$ cat config.mk
export PLATFORM = sky130hd
export DESIGN_NAME = gpio_port_ctrl
export DESIGN_NICKNAME = d
export VERILOG_FILES = /design/src/rtl/gpio_port_pkg.sv /design/src/rtl/gpio_attr_reg.sv /design/src/rtl/gpio_in_sync.sv /design/src/rtl/gpio_pin_mux.sv /design/src/rtl/gpio_port_ctrl.sv
export SDC_FILE = /design/constraint.sdc
export NUM_CORES = 1
export LEC_CHECK = 0
export BUFFER_PORTS_ARGS = -buffer_cell sky130_fd_sc_hd__buf_2
export CORE_AREA = 2 2 258 260
export CTS_CLUSTER_SIZE = 8
export DETAILED_ROUTE_END_ITERATION = 8
export DIE_AREA = 0 0 260 262
export MAX_ROUTING_LAYER = met4
export PLACE_DENSITY = 0.59
export SLEW_MARGIN = 5
export SYNTH_ARGS = -nofsm -noshare
export SYNTH_HDL_FRONTEND = slang
export SYNTH_SLANG_ARGS = --single-unit
$ cat constraint.sdc
create_clock -name clk -period 6.7 [get_ports clk]
set_clock_uncertainty 0.15 [all_clocks]
set_input_delay 0.67 -clock clk [delete_from_list [all_inputs] [get_ports clk]]
set_output_delay 0.67 -clock clk [all_outputs]
set_load 0.005 [all_outputs]
$ cat src/rtl/gpio_port_pkg.sv
package gpio_port_pkg;

    localparam int ADDR_W   = 5;
    localparam int NUM_FUNC = 4;
    localparam int NUM_ATTR = 9;

    typedef enum logic [3:0] {
        ATTR_OWN  = 4'd0,
        ATTR_OE   = 4'd1,
        ATTR_DAT  = 4'd2,
        ATTR_PU   = 4'd3,
        ATTR_PD   = 4'd4,
        ATTR_OD   = 4'd5,
        ATTR_FLT  = 4'd6,
        ATTR_FTYP = 4'd7,
        ATTR_IRQ  = 4'd8
    } attr_e;

    typedef enum logic [1:0] {
        ACC_SET  = 2'd0,
        ACC_CLR  = 2'd1,
        ACC_STS  = 2'd2,
        ACC_NONE = 2'd3
    } acc_e;

    localparam logic [ADDR_W-1:0] ADDR_SEL_LO = 5'd27;
    localparam logic [ADDR_W-1:0] ADDR_SEL_HI = 5'd28;
    localparam logic [ADDR_W-1:0] ADDR_SCHM   = 5'd29;
    localparam logic [ADDR_W-1:0] ADDR_DIV    = 5'd30;
    localparam logic [ADDR_W-1:0] ADDR_PIN    = 5'd31;
    localparam logic [ADDR_W-1:0] ATTR_SPAN   = 5'd27;

    typedef struct packed {
        logic       is_attr;
        logic [3:0] idx;
        acc_e       acc;
    } dec_t;

    function automatic dec_t decode(input logic [ADDR_W-1:0] a);
        dec_t d;
        d.is_attr = (a < ATTR_SPAN);
        d.idx     = 4'(a / 5'd3);
        d.acc     = d.is_attr ? acc_e'(2'(a % 5'd3)) : ACC_NONE;
        return d;
    endfunction

    function automatic bit attr_resets_high(input int k);
        return (k == int'(ATTR_OWN)) || (k == int'(ATTR_PU));
    endfunction

endpackage

$ cat src/rtl/gpio_attr_reg.sv
module gpio_attr_reg #(
    parameter int W        = 32,
    parameter bit RST_HIGH = 1'b0
) (
    input  logic         clk,
    input  logic         rst,
    input  logic         set_en,
    input  logic         clr_en,
    input  logic [W-1:0] mask,
    output logic [W-1:0] q
);
    always_ff @(posedge clk) begin
        if (rst) begin
            q <= {W{RST_HIGH}};
        end else if (set_en) begin
            q <= q | mask;
        end else if (clr_en) begin
            q <= q & ~mask;
        end
    end
endmodule

$ cat src/rtl/gpio_in_sync.sv
module gpio_in_sync #(
    parameter int W      = 32,
    parameter int STAGES = 2
) (
    input  logic         clk,
    input  logic         rst,
    input  logic [W-1:0] d,
    output logic [W-1:0] q
);
    logic [STAGES-1:0][W-1:0] chain;

    always_ff @(posedge clk) begin
        if (rst) begin
            chain <= '0;
        end else begin
            chain[0] <= d;
            for (int s = 1; s < STAGES; s++) begin
                chain[s] <= chain[s-1];
            end
        end
    end

    assign q = chain[STAGES-1];
endmodule

$ cat src/rtl/gpio_pin_mux.sv
module gpio_pin_mux
    import gpio_port_pkg::*;
#(
    parameter int W = 32
) (
    input  logic [W-1:0]          own,
    input  logic [W-1:0]          oe,
    input  logic [W-1:0]          dat,
    input  logic [W-1:0]          od,
    input  logic [W-1:0]          pu,
    input  logic [W-1:0]          pd,
    input  logic [W-1:0]          sel_lo,
    input  logic [W-1:0]          sel_hi,
    input  logic [NUM_FUNC*W-1:0] periph_out,
    input  logic [NUM_FUNC*W-1:0] periph_oe,
    output logic [W-1:0]          pad_out,
    output logic [W-1:0]          pad_oe,
    output logic [W-1:0]          pad_od,
    output logic [W-1:0]          pad_pu,
    output logic [W-1:0]          pad_pd
);
    for (genvar p = 0; p < W; p++) begin : g_pin
        logic [1:0]          code;
        logic [NUM_FUNC-1:0] f_out;
        logic [NUM_FUNC-1:0] f_oe;

        assign code = {sel_hi[p], sel_lo[p]};

        for (genvar f = 0; f < NUM_FUNC; f++) begin : g_func
            assign f_out[f] = periph_out[f*W + p];
            assign f_oe[f]  = periph_oe[f*W + p];
        end

        // GPIO drives the latch only while its output is on
        assign pad_oe[p]  = own[p] ? oe[p] : f_oe[code];
        assign pad_out[p] = own[p] ? (oe[p] & dat[p]) : f_out[code];
        assign pad_od[p]  = od[p] & pad_oe[p];
        // pull-down wins when both pulls are requested
        assign pad_pu[p]  = pu[p] & ~pd[p];
        assign pad_pd[p]  = pd[p];
    end
endmodule

$ cat src/rtl/gpio_port_ctrl.sv
module gpio_port_ctrl
    import gpio_port_pkg::*;
#(
    parameter int NPINS = 32,
    parameter int DIV_W = 14
) (
    input  logic                      clk,
    input  logic                      rst,
    input  logic                      bus_wr,
    input  logic [ADDR_W-1:0]         bus_addr,
    input  logic [NPINS-1:0]          bus_wdata,
    output logic [NPINS-1:0]          bus_rdata,
    input  logic [NPINS-1:0]          pad_in,
    input  logic [NUM_FUNC*NPINS-1:0] periph_out,
    input  logic [NUM_FUNC*NPINS-1:0] periph_oe,
    output logic [NPINS-1:0]          pad_out,
    output logic [NPINS-1:0]          pad_oe,
    output logic [NPINS-1:0]          pad_od,
    output logic [NPINS-1:0]          pad_pu,
    output logic [NPINS-1:0]          pad_pd,
    output logic [NPINS-1:0]          flt_en,
    output logic [NPINS-1:0]          flt_deb,
    output logic [NPINS-1:0]          schmitt_dis,
    output logic [DIV_W-1:0]          deb_div,
    output logic [NPINS-1:0]          irq_en
);
    localparam int DIV_PAD = NPINS - DIV_W;

    dec_t                           dec;
    logic [NUM_ATTR-1:0][NPINS-1:0] attr_q;
    logic [NPINS-1:0]               sel_lo_q, sel_hi_q, schm_q, pin_sync;
    logic [DIV_W-1:0]               div_q;

    assign dec = decode(bus_addr);

    for (genvar k = 0; k < NUM_ATTR; k++) begin : g_attr
        gpio_attr_reg #(
            .W       (NPINS),
            .RST_HIGH(attr_resets_high(k))
        ) i_reg (
            .clk   (clk),
            .rst   (rst),
            .set_en(bus_wr && dec.is_attr && dec.idx == 4'(k) && dec.acc == ACC_SET),
            .clr_en(bus_wr && dec.is_attr && dec.idx == 4'(k) && dec.acc == ACC_CLR),
            .mask  (bus_wdata),
            .q     (attr_q[k])
        );
    end

    always_ff @(posedge clk) begin
        if (rst) begin
            sel_lo_q <= '0;
            sel_hi_q <= '0;
            schm_q   <= '0;
            div_q    <= '0;
        end else if (bus_wr) begin
            case (bus_addr)
                ADDR_SEL_LO: sel_lo_q <= bus_wdata;
                ADDR_SEL_HI: sel_hi_q <= bus_wdata;
                ADDR_SCHM:   schm_q   <= bus_wdata;
                ADDR_DIV:    div_q    <= bus_wdata[DIV_W-1:0];
                default: ;
            endcase
        end
    end

    gpio_in_sync #(.W(NPINS), .STAGES(2)) i_sync (
        .clk(clk),
        .rst(rst),
        .d  (pad_in),
        .q  (pin_sync)
    );

    gpio_pin_mux #(.W(NPINS)) i_mux (
        .own       (attr_q[ATTR_OWN]),
        .oe        (attr_q[ATTR_OE]),
        .dat       (attr_q[ATTR_DAT]),
        .od        (attr_q[ATTR_OD]),
        .pu        (attr_q[ATTR_PU]),
        .pd        (attr_q[ATTR_PD]),
        .sel_lo    (sel_lo_q),
        .sel_hi    (sel_hi_q),
        .periph_out(periph_out),
        .periph_oe (periph_oe),
        .pad_out   (pad_out),
        .pad_oe    (pad_oe),
        .pad_od    (pad_od),
        .pad_pu    (pad_pu),
        .pad_pd    (pad_pd)
    );

    always_comb begin
        bus_rdata = '0;
        if (dec.is_attr) begin
            if (dec.acc == ACC_STS) bus_rdata = attr_q[dec.idx];
        end else begin
            case (bus_addr)
                ADDR_SEL_LO: bus_rdata = sel_lo_q;
                ADDR_SEL_HI: bus_rdata = sel_hi_q;
                ADDR_SCHM:   bus_rdata = schm_q;
                ADDR_DIV:    bus_rdata = {{DIV_PAD{1'b0}}, div_q};
                ADDR_PIN:    bus_rdata = pin_sync;
                default:     bus_rdata = '0;
            endcase
        end
    end

    assign flt_en      = attr_q[ATTR_FLT];
    assign flt_deb     = attr_q[ATTR_FTYP];
    assign irq_en      = attr_q[ATTR_IRQ];
    assign schmitt_dis = schm_q;
    assign deb_div     = div_q;
endmodule

==> flow_summary.toml <==
[global_route]
gr-usage-all-layers_pct = 34.4
antenna_found_initial = 10
grt_start_max_net_pins = 90
gr-total-overflow = 0
first_global_vias = 22754
grt_pass1_wl_mm = 166

[floorplanning]
dieWidth_um = 260
die_area_mm2 = 0.0681
core_mm2 = 0.0653
rows = 94
num_io_pins = 662
die_h_um = 262
start_util_pct = 37.6

[worst_setup_path]
start_kind = "primary input"
path_class = "in2out"
cp_max_fo = 28
worstPathRequired_ns = 5.88
ff2ff_setup_slack_ns = 5.58
end_kind = "primary output"
arrival_ns = 5.36
reg2regPathDepth = 2

[routing]
dr_wl_met3_mm = 13.4
drtAntennaViolNets = 0
post_drt_wl_per_cell_um = 28.5
met2_wirelength_mm = 49.8
vias = 25289
drt-met1-wl_mm = 51.6
wirelength_mm = 119
drtPass1Iterations = 5
highest_layer = "met4"
drc = 0
drtIter0Drc = 3245
vias_per_cell = 6.05

[min_path]
hold_depth = 2
min_path_type = "in2reg"
holdPathEnd = "i_sync.chain[9]"
min-delay-start = "pad_in[9]"

[logic_synthesis]
synth_seq_cells = 462
seq_area_frac_synth_pct = 37.7
yosys_warnings = 0
avgSynthCellArea_um2 = 8.46
synth_compound_area_share_pct = 16.2
synth_top_family_by_area = "simple AND/OR/NAND/NOR gates"
synth-edff-count = 0
yosys.area_share.simple_pct = 19.2
synth.net_count = 3229
syn_inst = 2898
yosys.area_share.adder_pct = 0.153
yosys.area_share.xor_xnor_pct = 0.0357
synthArstFlopShare_pct = 0
synthMuxAreaShare_pct = 17.8
synthFlopType = "dfxtp_1"
synth_area_mm2 = 0.0245
ys_types = 71

[placement]
io_buffers = 661
post-place-ws_ns = 0.455
detailed_place_hpwl_mm = 86.5
gp_congestion = 0.989

[cts]
cts_resized = 0
cts_root_buf = "clkbuf_16"
cts_hold_buf = 0
numCtsBuffers = 68
post_cts_buffers = 0
clk_pin_slew_ns = 0.05
insertion_delay_ns = 0.59
cts_tree = "built"
htree_levels = 3
cts_num_sinks = 462
clk_path_buf_depth = 3

[final_layout]
multi_input_area_mm2 = 0.0132
nets = 3624
syn_to_final_growth_pct = 19.9
fillers = 6491
ff_latch_area_mm2 = 0.00925
final_core_util_pct = 45.0
drive_gt1_share_pct = 29.0

[timing]
maxSlewViolCount = 0
fin_ws_ns = 0.516
fin_crit_ns = 6.18
tightestPinTransition_ns = 1.15
relSlewSlack_pct = 23.0
post-route-period-util_pct = 92.3
hold_viol = 0
fmax_mhz = 162
setup_viol = 0
rsz0062_at_grt = "false"
final.setup.tns_ns = 0

[power]
ir_worst_vdd_mv = 0.156
powerDensity_mw_per_mm2 = 246
leakage_uw = 0.0125

[job]
maxCapViolations = 0

[status]
status = "complete, no violations"
==> critical path, cell delays in order <==
cell,delay [ns]
buf_2,0.30
ha_2,0.52
nor4b_1,0.11
a221oi_2,0.41
and4_1,0.30
xnor2_1,0.08
ha_1,0.34
nor2_1,0.29
nand2_1,0.25
a211o_1,0.36
o21ai_4,0.12
buf_4,0.43
nor3_1,0.08
a2111oi_0,0.62
a31o_2,0.32
buf_2,0.13
==> cells by family after synthesis <==
kind of cell             count (synthesis)
multiplexers                           350
adder cells (fa/ha/maj)                  3
AO/OA/AOI/OAI                          630
XOR/XNOR                                 1
flip-flops                             462
AND/OR/NAND/NOR                       1020
buffers and inverters                  432
==> layout make-up <==
type,count,area share (%)
Timing Repair Buffer,718,13.0
Sequential cell,462,31.5
Antenna cell,11,0.0936
Clock inverter,6,0.230
Tap cell,864,3.68
Clock buffer,73,6.03
Multi-Input combinational cell,2004,45.0
Inverter,39,0.506
==> cells in the mapped netlist (14+ instances only) <==
library cell,count,area share (%)
inv_1,38,0.58
a21oi_1,187,3.8
nand2_1,394,6.0
mux2_2,45,2.1
buf_1,14,0.21
a31o_2,19,0.68
mux2i_1,241,9.8
and2_1,36,0.92
o22ai_1,76,1.9
a31oi_1,65,1.7
a311oi_1,34,1.2
nor2_1,153,2.3
mux4_2,64,5.9
nor2b_1,98,2.5
o311ai_0,32,1.1
nor3_1,116,2.4
buf_2,49,1.0
buf_4,134,4.1
o21ai_0,107,2.2
clkbuf_1,196,3.0
a211oi_1,16,0.49
nand3_1,170,3.5
o21ai_1,16,0.33
dfxtp_1,462,38
==> worst max-delay path by stage <==
| stage | start | end | depth (start not counted) |
|---|---|---|---|
| global route | bus_addr[3] | bus_rdata[18] | 16 |
| CTS | bus_addr[3] | bus_rdata[18] | 16 |
| floorplan | bus_addr[3] | bus_rdata[8] | 20 |
| detailed placement | bus_addr[3] | bus_rdata[18] | 16 |
| global placement | bus_addr[3] | bus_rdata[18] | 16 |
| finish | bus_addr[3] | bus_rdata[18] | 16 |
==> stage by stage <==
step | hold slack [ns] | cells | area (µm²) | power [µW]
final | 0.139 | 4177 | 29400 | 7230
after CTS | 0.109 | 4166 | 29400 | 7200
after detailed placement | 0.274 | 4087 | 27500 | 4100
after global routing | 0.139 | 4174 | 29400 | 7400
after global placement | 0.270 | 4087 | 27500 | 4100
after floorplan | 0.264 | 2898 | 24500 | 3550
==> report_power, final <==
group          switching [µW]  leakage, µW  internal (µW)
registers                41.6      0.00374           2800
clock network            1280     0.000905           1860
logic                     863      0.00783            394
total                    2180       0.0125           5050
==> cells in the final DEF, fill, tap and decap left out, types with 10 or more instances in the layout <==
cell	netlist	routed
o21ai_1	16	15
o21ai_0	107	107
inv_1	38	38
nor2b_1	98	98
a31o_2	19	19
dfxtp_1	462	462
o221ai_1	10	10
buf_4	134	52
clkbuf_16	0	70
diode_2	0	11
a311oi_1	34	34
nand3_1	170	168
mux2i_1	241	241
buf_2	49	659
mux2_2	45	45
a31oi_1	65	64
nand2_1	394	393
o311ai_0	32	32
mux4_2	64	64
nor4_1	10	10
o22ai_1	76	76
nor3_1	116	114
a211oi_1	16	15
nor2_1	153	148
and2_1	36	36
a21oi_1	187	186
==> routing by layer <==
metal  vias up  track usage, %
met5         -               -
met4         0            12.2
met3       223            7.75
met2      1726            47.4
met1     12280            48.8
li1      11060               -
Power figures use the tool's default switching activity.
